<file path="src/rtl/rxv_pkg.sv">
package rxv_pkg;
  typedef enum logic {RX_HUNT, RX_SHIFT} rx_state_t;

  typedef struct packed {
    logic       ninth;
    logic [7:0] data;
  } rx_word_t;

  // phase (0-based, within a 16-tick bit window) where a bit is decided
  localparam logic [3:0] UART_DECIDE_PH = 4'd8;
  localparam logic [3:0] IRDA_DECIDE_PH = 4'd1;
endpackage

</file>
<file path="src/rtl/rxv_sync.sv">
module rxv_sync #(
  parameter int STAGES = 2
) (
  input  logic clk,
  input  logic rst_n,
  input  logic d,
  output logic q
);
  logic [STAGES-1:0] chain, chain_n;

  always_comb chain_n = {chain[STAGES-2:0], d};

  always_ff @(posedge clk or negedge rst_n) begin
    if (!rst_n) chain <= '1;
    else        chain <= chain_n;
  end

  assign q = chain[STAGES-1];
endmodule

</file>
<file path="src/rtl/rxv_framer.sv">
module rxv_framer import rxv_pkg::*; (
  input  logic     clk,
  input  logic     rst_n,
  input  logic     tick,
  input  logic     line,
  input  logic     len7,
  input  logic     par_en,
  input  logic     irda,
  input  logic     hold,
  output logic     push,
  output logic     fe_set,
  output rx_word_t word
);
  rx_state_t  st, st_n;
  logic [3:0] ph, ph_n, bi, bi_n;
  logic       h1, h1_n, h2, h2_n;
  logic [7:0] sh, sh_n;
  logic       par, par_n;
  logic [3:0] stop_idx, data_top, dec_ph;
  logic       vote, decide, at_stop, start_hit;

  always_comb begin
    data_top  = len7 ? 4'd7 : 4'd8;
    stop_idx  = data_top + 4'd1 + {3'b000, par_en};
    dec_ph    = irda ? IRDA_DECIDE_PH : UART_DECIDE_PH;
    // h2/h1/line are the samples of the last three ticks
    vote      = irda ? (h1 | line) : ((h1 & h2) | (h1 & line) | (h2 & line));
    decide    = tick && (st == RX_SHIFT) && (ph == dec_ph);
    at_stop   = (bi == stop_idx);
    start_hit = tick && (st == RX_HUNT) && !line && (irda ? (!h1 && h2) : h1);
    push      = decide && at_stop && vote && !hold;
    fe_set    = decide && at_stop && !vote && !hold;

    st_n = st; ph_n = ph; bi_n = bi; sh_n = sh; par_n = par;
    h1_n = h1; h2_n = h2;
    if (tick) begin
      h1_n = line;
      h2_n = h1;
    end
    if (hold) begin
      st_n = RX_HUNT;
      h1_n = 1'b1;
      h2_n = 1'b1;
    end else if (start_hit) begin
      st_n  = RX_SHIFT;
      ph_n  = irda ? 4'd2 : 4'd1;   // pulse mode has already judged the start
      bi_n  = irda ? 4'd1 : 4'd0;
      sh_n  = '0;
      par_n = 1'b0;
    end else if (tick && st == RX_SHIFT) begin
      ph_n = ph + 4'd1;
      if (decide) begin
        if ((bi == 4'd0 && vote) || at_stop) begin
          st_n = RX_HUNT;
        end else begin
          if (bi != 4'd0) begin
            if (bi <= data_top) sh_n[3'(bi - 4'd1)] = vote;
            else                par_n = vote;
          end
          bi_n = bi + 4'd1;
        end
      end
    end
  end

  always_ff @(posedge clk or negedge rst_n) begin
    if (!rst_n) begin
      st <= RX_HUNT; ph <= '0; bi <= '0; sh <= '0; par <= 1'b0;
      h1 <= 1'b1; h2 <= 1'b1;
    end else begin
      st <= st_n; ph <= ph_n; bi <= bi_n; sh <= sh_n; par <= par_n;
      h1 <= h1_n; h2 <= h2_n;
    end
  end

  always_comb begin
    word.data  = len7 ? {1'b0, sh[6:0]} : sh;
    word.ninth = par_en & par;
  end
endmodule

</file>
<file path="src/rtl/rxv_fifo.sv">
module rxv_fifo import rxv_pkg::*; #(
  parameter int DEPTH = 8
) (
  input  logic     clk,
  input  logic     rst_n,
  input  logic     flush,
  input  logic     bypass,
  input  logic     push,
  input  rx_word_t wdata,
  input  logic     pop,
  output logic     rdy,
  output logic     full,
  output rx_word_t rdata
);
  localparam int AW = $clog2(DEPTH);
  localparam int CW = AW + 1;
  localparam logic [CW-1:0] FULL_CNT = CW'(DEPTH);
  localparam logic [AW-1:0] ONE = AW'(1);

  rx_word_t      mem [DEPTH];
  logic [AW-1:0] rp, rp_n, wp, wp_n, waddr;
  logic [CW-1:0] cnt, cnt_n;
  logic          we, take;

  always_comb begin
    take  = pop && (cnt != '0);
    rp_n  = rp;
    wp_n  = wp;
    cnt_n = cnt;
    we    = 1'b0;
    waddr = wp;
    if (flush) begin
      rp_n = '0; wp_n = '0; cnt_n = '0;
    end else if (bypass) begin
      if (push) begin
        we = 1'b1; waddr = rp; cnt_n = CW'(1); wp_n = rp + ONE;
      end else if (take) begin
        rp_n = rp + ONE; wp_n = rp + ONE; cnt_n = '0;
      end
    end else if (push && full && !take) begin
      rp_n = '0; wp_n = '0; cnt_n = '0;   // overflow drops everything
    end else begin
      if (push) begin
        we   = 1'b1;
        wp_n = wp + ONE;
      end
      if (take) rp_n = rp + ONE;
      cnt_n = cnt + CW'(push) - CW'(take);
    end
  end

  always_ff @(posedge clk or negedge rst_n) begin
    if (!rst_n) begin
      rp <= '0; wp <= '0; cnt <= '0;
    end else begin
      rp <= rp_n; wp <= wp_n; cnt <= cnt_n;
    end
  end

  always_ff @(posedge clk) begin
    if (we) mem[waddr] <= wdata;
  end

  assign rdy   = (cnt != '0);
  assign full  = (cnt == FULL_CNT);
  assign rdata = rdy ? mem[rp] : '0;
endmodule

</file>
<file path="src/rtl/rxv_top.sv">
module rxv_top import rxv_pkg::*; #(
  parameter int FIFO_DEPTH  = 8,
  parameter int SYNC_STAGES = 2
) (
  input  logic       clk,
  input  logic       rst_n,
  input  logic       rx_in,
  input  logic       tick16,
  input  logic       cfg_len7,
  input  logic       cfg_par_en,
  input  logic       cfg_irda,
  input  logic       cfg_fifo_off,
  input  logic       shutdown,
  input  logic       pop,
  input  logic       clr,
  output logic       rdy,
  output logic [7:0] rd_data,
  output logic       rd_ninth,
  output logic       frame_err,
  output logic       rx_activity
);
  logic [1:0] rst_pipe;
  logic       rst_q;
  logic       line, line_d;
  logic       fr_push, fr_fe, ff_full;
  rx_word_t   fr_word, ff_rdata;
  logic       fe_q, fe_n, ra_q, ra_n;

  // reset asserts at once, releases on a clock edge
  always_ff @(posedge clk or negedge rst_n) begin
    if (!rst_n) rst_pipe <= '0;
    else        rst_pipe <= {rst_pipe[0], 1'b1};
  end
  assign rst_q = rst_pipe[1];

  rxv_sync #(.STAGES(SYNC_STAGES)) u_sync (
    .clk(clk), .rst_n(rst_q), .d(rx_in), .q(line)
  );

  rxv_framer u_framer (
    .clk(clk), .rst_n(rst_q), .tick(tick16), .line(line),
    .len7(cfg_len7), .par_en(cfg_par_en), .irda(cfg_irda), .hold(shutdown),
    .push(fr_push), .fe_set(fr_fe), .word(fr_word)
  );

  rxv_fifo #(.DEPTH(FIFO_DEPTH)) u_fifo (
    .clk(clk), .rst_n(rst_q), .flush(shutdown | clr), .bypass(cfg_fifo_off),
    .push(fr_push), .wdata(fr_word), .pop(pop),
    .rdy(rdy), .full(ff_full), .rdata(ff_rdata)
  );

  always_comb begin
    fe_n = fe_q;
    if (shutdown || clr) fe_n = 1'b0;
    else if (fr_fe)      fe_n = 1'b1;
    else if (fr_push)    fe_n = 1'b0;
    ra_n = shutdown && (ra_q || (line != line_d));
  end

  always_ff @(posedge clk or negedge rst_q) begin
    if (!rst_q) begin
      fe_q <= 1'b0; ra_q <= 1'b0; line_d <= 1'b1;
    end else begin
      fe_q <= fe_n; ra_q <= ra_n; line_d <= line;
    end
  end

  assign rd_data     = ff_rdata.data;
  assign rd_ninth    = ff_rdata.ninth;
  assign frame_err   = fe_q;
  assign rx_activity = ra_q;
endmodule

</file>
<file path="config.mk">
export PLATFORM = sky130hd
export DESIGN_NAME = rxv_top
export DESIGN_NICKNAME = d
export VERILOG_FILES = /design/src/rtl/rxv_pkg.sv /design/src/rtl/rxv_sync.sv /design/src/rtl/rxv_framer.sv /design/src/rtl/rxv_fifo.sv /design/src/rtl/rxv_top.sv
export SDC_FILE = /design/constraint.sdc
export NUM_CORES = 1
export LEC_CHECK = 0
export BUFFER_PORTS_ARGS = -buffer_cell sky130_fd_sc_hd__clkbuf_2
export CAP_MARGIN = 20
export CORE_ASPECT_RATIO = 1.25
export CORE_MARGIN = 5
export CORE_UTILIZATION = 50
export CTS_CLUSTER_SIZE = 20
export DETAILED_ROUTE_END_ITERATION = 8
export PLACE_DENSITY = 0.69
export SETUP_SLACK_MARGIN = 0.1
export SYNTH_ARGS = -nofsm -noshare
export SYNTH_HDL_FRONTEND = slang
export SYNTH_HIERARCHICAL = 1
export SYNTH_SLANG_ARGS = --single-unit
export TNS_END_PERCENT = 100
</file>
<file path="constraint.sdc">
create_clock -name clk -period 1.4 [get_ports clk]
set_input_delay 0.07 -clock clk [delete_from_list [all_inputs] [get_ports clk]]
set_output_delay 0.07 -clock clk [all_outputs]
set_load 0.01 [all_outputs]
</file>
* Word-level counts from Yosys, hierarchy flattened
Memories as Yosys holds them, arrays and structs flattened. Cells that the tools add are included.
Operators by class: magnitude comparators 3, shift-type cells 0, eq/ne operators 8, add/subtract/negate cells 9, reductions and logical operators 44, bitwise gates (word level) 10, muxes and demuxes 66, multiply operators 0, div/mod/pow operators 0
Operators by type and width (number):
- 8-bit 2-to-1 mux | 7
- 4-bit 2-to-1 mux | 13
- 3-bit 2-to-1 mux | 14
- 1-bit 2-to-1 mux | 28
- 1-bit logical AND | 17
- 4-bit by 1-bit adder with 4-bit output (second input constant) | 3
- 6-bit AND reduction | 2
- 3-bit nonzero test | 4
- 4-bit nonzero test | 3
- 2-bit nonzero test | 5
- 9-bit 2-to-1 mux | 1
- 4-bit by 1-bit adder with 4-bit output | 2
- 8-bit bitwise mux | 1
- 4-bit == test | 2
- 3-bit by 1-bit adder with 3-bit output (second input constant) | 2
- 1-bit logical NOT | 5
- 1-bit bitwise AND | 4
- 4-bit == test (second input constant) | 1
- 4-bit <= comparator | 1
- 4-bit logical NOT | 1
- 3-bit by 4-bit < comparator with 1-bit output (second input constant) | 1
- 2-bit by 1-bit inequality test with 1-bit output (second input constant) | 2
- 4-bit by 1-bit inequality test with 1-bit output (second input constant) | 1
- 1-bit bitwise OR | 4
- 12 further kinds | 16
Word-level totals: ROM bits 0, register bits 37, output and inout bits 12, logic and storage cells 156, bits in writable memories 72, input port bits 11, memories 1, bits in latches 0
Memories:
- u_fifo.mem | words 8, bits a word 9, read ports 1, clocked after Yosys merged registers in 0, write ports 1, line rxv_fifo.sv:20 | rx_word_t mem [DEPTH];

* Depth between registers and ports, before layout
depth after elaboration 14, gate-level depth with buffers 12

* Cells and area by module
The synthesis kept the hierarchy.
Modules (own cells, without submodules):
- rxv_fifo | cells an instance 213, instances 1, seq. area each 2412.3 µm², area each 3599.7 µm²
- rxv_framer | cells an instance 163, instances 1, seq. area each 503.0 µm², area each 1569.0 µm²
- rxv_top | cells an instance 12, instances 1, seq. area each 126.4 µm², area each 173.9 µm²
- rxv_sync | cells an instance 2, instances 1, seq. area each 52.6 µm², area each 52.6 µm²

* Worst setup path after synthesis
OpenSTA, ideal clock, no wires.
kind reg-to-reg, start point register u_framer.bi[0], end point memory u_fifo/mem[2][0] (netlist name) (enable), required time 1026 ps, stages on the path, launching flop included 10, slack -1412 ps, arrival 2437 ps, setup time 374 ps, cell sequence dfrtp_1 > buf_2 > xnor2_2 > nor4_4 > o21bai_1 > a21oi_1 > clkbuf_2 > nor2b_1 > o21ai_0 > nor2_1
On the way: word-level cells in the longest chain between the ends 11, elaborated cells on any way between the ends 15
Ends and longest elaborated chain:
- from (decl) | line rxv_framer.sv:15 | logic [3:0] ph, ph_n, bi, bi_n;
- from (signal assigned) | line rxv_framer.sv:71 | st <= st_n; ph <= ph_n; bi <= bi_n; sh <= sh_n; par <= par_n;
- 4-bit == test (*) | line rxv_framer.sv:29 | at_stop = (bi == stop_idx);
- 1-bit logical AND (*) (3 in series) | line rxv_framer.sv:31 | push = decide && at_stop && vote && !hold;
- named net fr_push | line rxv_top.sv:25 | logic fr_push, fr_fe, ff_full;
- 1-bit logical AND (2 in series) | line rxv_fifo.sv:40 | end else if (push && full && !take) begin
- 1-bit 2-to-1 mux | line rxv_fifo.sv:40
- 1-bit 2-to-1 mux | line rxv_fifo.sv:34 | end else if (bypass) begin
- 1-bit 2-to-1 mux | line rxv_fifo.sv:32 | if (flush) begin
- 1-bit 2-to-1 mux | line rxv_fifo.sv:61 | if (we) mem[waddr] <= wdata;
- 1-bit 2-to-1 mux (implied by the code) | line rxv_fifo.sv:61
- to (decl) | line rxv_fifo.sv:20
The timed path passes the listed nets; every way through them passes the cells marked *.

* Final worst setup path
start point register u_framer.ph[0], end point register u_fifo.cnt[2]
On the way: word-level cells in the longest chain between the ends 10, elaborated cells on any way between the ends 14
Ends and longest elaborated chain:
- from (decl) | line rxv_framer.sv:15
- from (signal assigned) | line rxv_framer.sv:71
- 4-bit == test (*) | line rxv_framer.sv:28 | decide = tick && (st == RX_SHIFT) && (ph == dec_ph);
- 1-bit logical AND (*) | line rxv_framer.sv:28
- 1-bit logical AND (*) (3 in series) | line rxv_framer.sv:31
- named net fr_push | line rxv_top.sv:25
- 4-bit by 1-bit adder with 4-bit output or 1-bit logical AND (tied branches) | line rxv_fifo.sv:48, rxv_fifo.sv:40
- 4-bit by 1-bit subtractor with 4-bit output or 1-bit logical AND (tied branches) | line rxv_fifo.sv:48, rxv_fifo.sv:40
- 4-bit 2-to-1 mux | line rxv_fifo.sv:40
- 4-bit 2-to-1 mux | line rxv_fifo.sv:34
- 4-bit 2-to-1 mux | line rxv_fifo.sv:32
- to (signal assigned) | line rxv_fifo.sv:56 | rp <= rp_n; wp <= wp_n; cnt <= cnt_n;
- to (decl) | line rxv_fifo.sv:22 | logic [CW-1:0] cnt, cnt_n;
Marks and branches as above. A chain may end at the register's enable or synchronous reset.

==> impl_metrics.env <==
export IMPL_arrival_ps=2530
export IMPL_peakVddDrop_mv=0.776
export IMPL_seqPwrFrac=0.493
export IMPL_antenna_found_initial=0
export IMPL_r2r_end="u_fifo/cnt[2]"
export IMPL_grt_overflow=0
export IMPL_violations="negative setup slack"
export IMPL_cts_tree="built"
export IMPL_routed_via_density=5.55
export IMPL_hold_slack_ps=24.4
export IMPL_start_util=0.511
export IMPL_p_clk_frac=0.331
export IMPL_hold_viol=0
export IMPL_die_h_um=126
export IMPL_min_period_over_period=1.64
export IMPL_grt_usage=0.202
export IMPL_grt_pass1_vias=3940
export IMPL_end_kind="flop"
export IMPL_syn_avg_cell_area_um2=13.8
export IMPL_clk_latency_ps=350
export IMPL_synth_seq_area_share=0.574
export IMPL_ff2ff_setup_slack_ps=-890
export IMPL_yosysWarningCount=6
export IMPL_worstPathMaxFanout=4
export IMPL_min_path_type="primary input to asynchronous set/reset pin"
export IMPL_ff2ff_path_depth=9
export IMPL_design_area_um2=7350
export IMPL_gp_congestion=0.829
export IMPL_leakage_nw=2.98
export IMPL_synth_ff_type="edfxtp_1"
export IMPL_cts_made_buffers=9
export IMPL_switching_share=0.257
export IMPL_num_io_pins=23
export IMPL_coreArea_um2=10600
export IMPL_final_cells=653
export IMPL_pwr_density_cell_nw_per_um2=979
export IMPL_max_cap_viol_count=0
export IMPL_fin_ws_ps=-890
export IMPL_p_comb_frac=0.176
export IMPL_grt_max_degree=26
export IMPL_layout_common_cells="buf_4, edfxtp_1, dfrtp_1"
export IMPL_tns_ps=-79740
export IMPL_h_tree_depth=3
export IMPL_ys_types=76
export IMPL_dr_pass1_iters=4
export IMPL_r2r_start="u_framer/ph[0]"
export IMPL_area_growth_pct=36.3
export IMPL_p_int_mw=5.35
export IMPL_rsz0062_at_grt="true"
export IMPL_drtAntennaViolNets=0
export IMPL_dp_hpwl_mm=8.61
export IMPL_wl_per_cell_um=18.9
export IMPL_drcViolationCount=0
export IMPL_clock_path_buffers=2
export IMPL_mostFrequentLayoutCell="buf_4"
export IMPL_fmax_mhz=437
export IMPL_syn_cell_area_um2=5400
export IMPL_placed_cell_area_um2=6380
export IMPL_synth_largest_area_cell="edfxtp_1"
export IMPL_cp_start_kind="flop"
export IMPL_syn_num_nets=419
export IMPL_synth_seq_cells=109
export IMPL_status="complete, but fails checks"
export IMPL_synth_area_leaders="edfxtp_1, dfrtp_1, mux4_2"
export IMPL_row_count=42
export IMPL_period_minus_slack_ps=2290
export IMPL_drt_total_wl_mm=12.3
export IMPL_crit_start="u_framer/ph[0]"
export IMPL_switchingPower_mw=1.85
export IMPL_place_ws_ps=-1030
export IMPL_cts_sinks=109
export IMPL_fin_skew_ps=8.29
export IMPL_num_nets_final=545
export IMPL_setup_viol=111
export IMPL_antenna_cells=0
export IMPL_cts_root_buf="clkbuf_16"
export IMPL_drv_slew=0
export IMPL_synth_edf_count=72
export IMPL_yosys_area_top_type_share=0.401
export IMPL_first_iter_violations=167
export IMPL_route_vias_total=3626
export IMPL_critical_path_required_ps=1640
export IMPL_layout_drive_gt1_share=0.503
export IMPL_async_flop_share=0.339
export IMPL_criticalPathCategory="flop to flop"
export IMPL_grt_pass1_wl_mm=19.9
export IMPL_syn_inst=390
export IMPL_clk_pin_slew_worst_paths_ps=70
export IMPL_die_x_um=103
export IMPL_io_buffers=22
export IMPL_die_area_um2=13000
export IMPL_dp_cells=605
## Yosys cell counts (6+ instances only)
cell type,count
nor3_1,8
nand3_1,10
o21ai_0,12
dfrtp_1,32
mux4_2,18
ha_1,17
edfxtp_1,72
nand2_1,25
inv_1,14
a21oi_1,10
mux2i_1,20
buf_4,8
nand4_1,6
nor2_1,33
## state kept, by name, summed over array words and instances (netlist names), 2 cells and up
name	cells
u_fifo/cnt	4
u_framer/bi	4
rst_pipe	2
u_fifo/wp	3
u_fifo/rp	3
u_framer/sh	8
u_framer/ph	4
u_fifo/mem	72
u_sync/chain	2
## per-stage QoR
stage	util	power, mW
5_1_grt	0.696	7.51
3_3_place_gp	0.604	4.52
6_report	0.696	7.20
4_1_cts	0.680	7.16
3_5_place_dp	0.604	4.55
2_1_floorplan	-	4.19
## cells by family (layout without fill, tap and decap cells)
| logic type | after synthesis | in the layout | share of synthesized area |
|---|---|---|---|
| multiplexers | 38 | 38 | 0.112 |
| other | 1 | 1 | 0.000695 |
| adder cells (fa/ha/maj) | 18 | 18 | 0.0431 |
| XOR/XNOR | 10 | 10 | 0.0190 |
| flip-flops | 109 | 109 | 0.574 |
| AND/OR/NAND/NOR | 115 | 117 | 0.124 |
| AO/OA/AOI/OAI | 59 | 59 | 0.0837 |
| buffers and inverters | 40 | 169 | 0.0441 |
## power groups by stage
stage | sequential [mW] | combinational (mW) | clock, mW
finish | 3.55 | 1.27 | 2.38
global route | 3.55 | 1.37 | 2.59
CTS | 3.54 | 1.18 | 2.43
detailed placement | 3.61 | 0.943 | 0
global placement | 3.60 | 0.911 | 0
floorplan | 3.61 | 0.570 | 0
## cell type report
type                    count  area [µm²]
repair buffers            134        1170
multi-input cells         243        2540
well taps                 132         165
inverters                  19        97.6
fillers                   705        3210
clock buffers               9         225
flip-flops and latches    109        3100
clock inverters             7        57.6
## worst max-delay path, cell delays in order, from the launching register on
cell and delay (ps):
dfrtp_1 430, and3b_2 260, o211ai_4 210, o21bai_4 180, a21oi_4 60, buf_4 160, ha_4 160, fa_2 330
xor2_1 170, a22o_2 220
## worst max-delay path by stage
stage | depth (start not counted) | end | slack (ps)
3_3_place_gp | 10 | u_fifo/mem[0][1] | -980
6_report | 9 | u_fifo/cnt[2] | -890
5_1_grt | 8 | u_fifo/mem[1][6] | -990
4_1_cts | 10 | u_fifo/mem[1][3] | -860
2_1_floorplan | 8 | u_fifo/mem[0][0] | -1030
3_5_place_dp | 10 | u_fifo/mem[1][1] | -1030
## metal layers
layer | share of wire | global-route usage
met5 | 0 | 0
met4 | 0.025 | 0.0663
met3 | 0.027 | 0.0376
met2 | 0.57 | 0.372
met1 | 0.38 | 0.229
## repair_timing
item,in CTS,in global routing
setup buffers,19,11
gates cloned,4,0
endpoints found under the hold margin,3,0
hold buffers,2,0
endpoints found under the setup margin,111,111
resized for setup,58,26
pin swaps,23,19
Power figures use the tool's default switching activity.
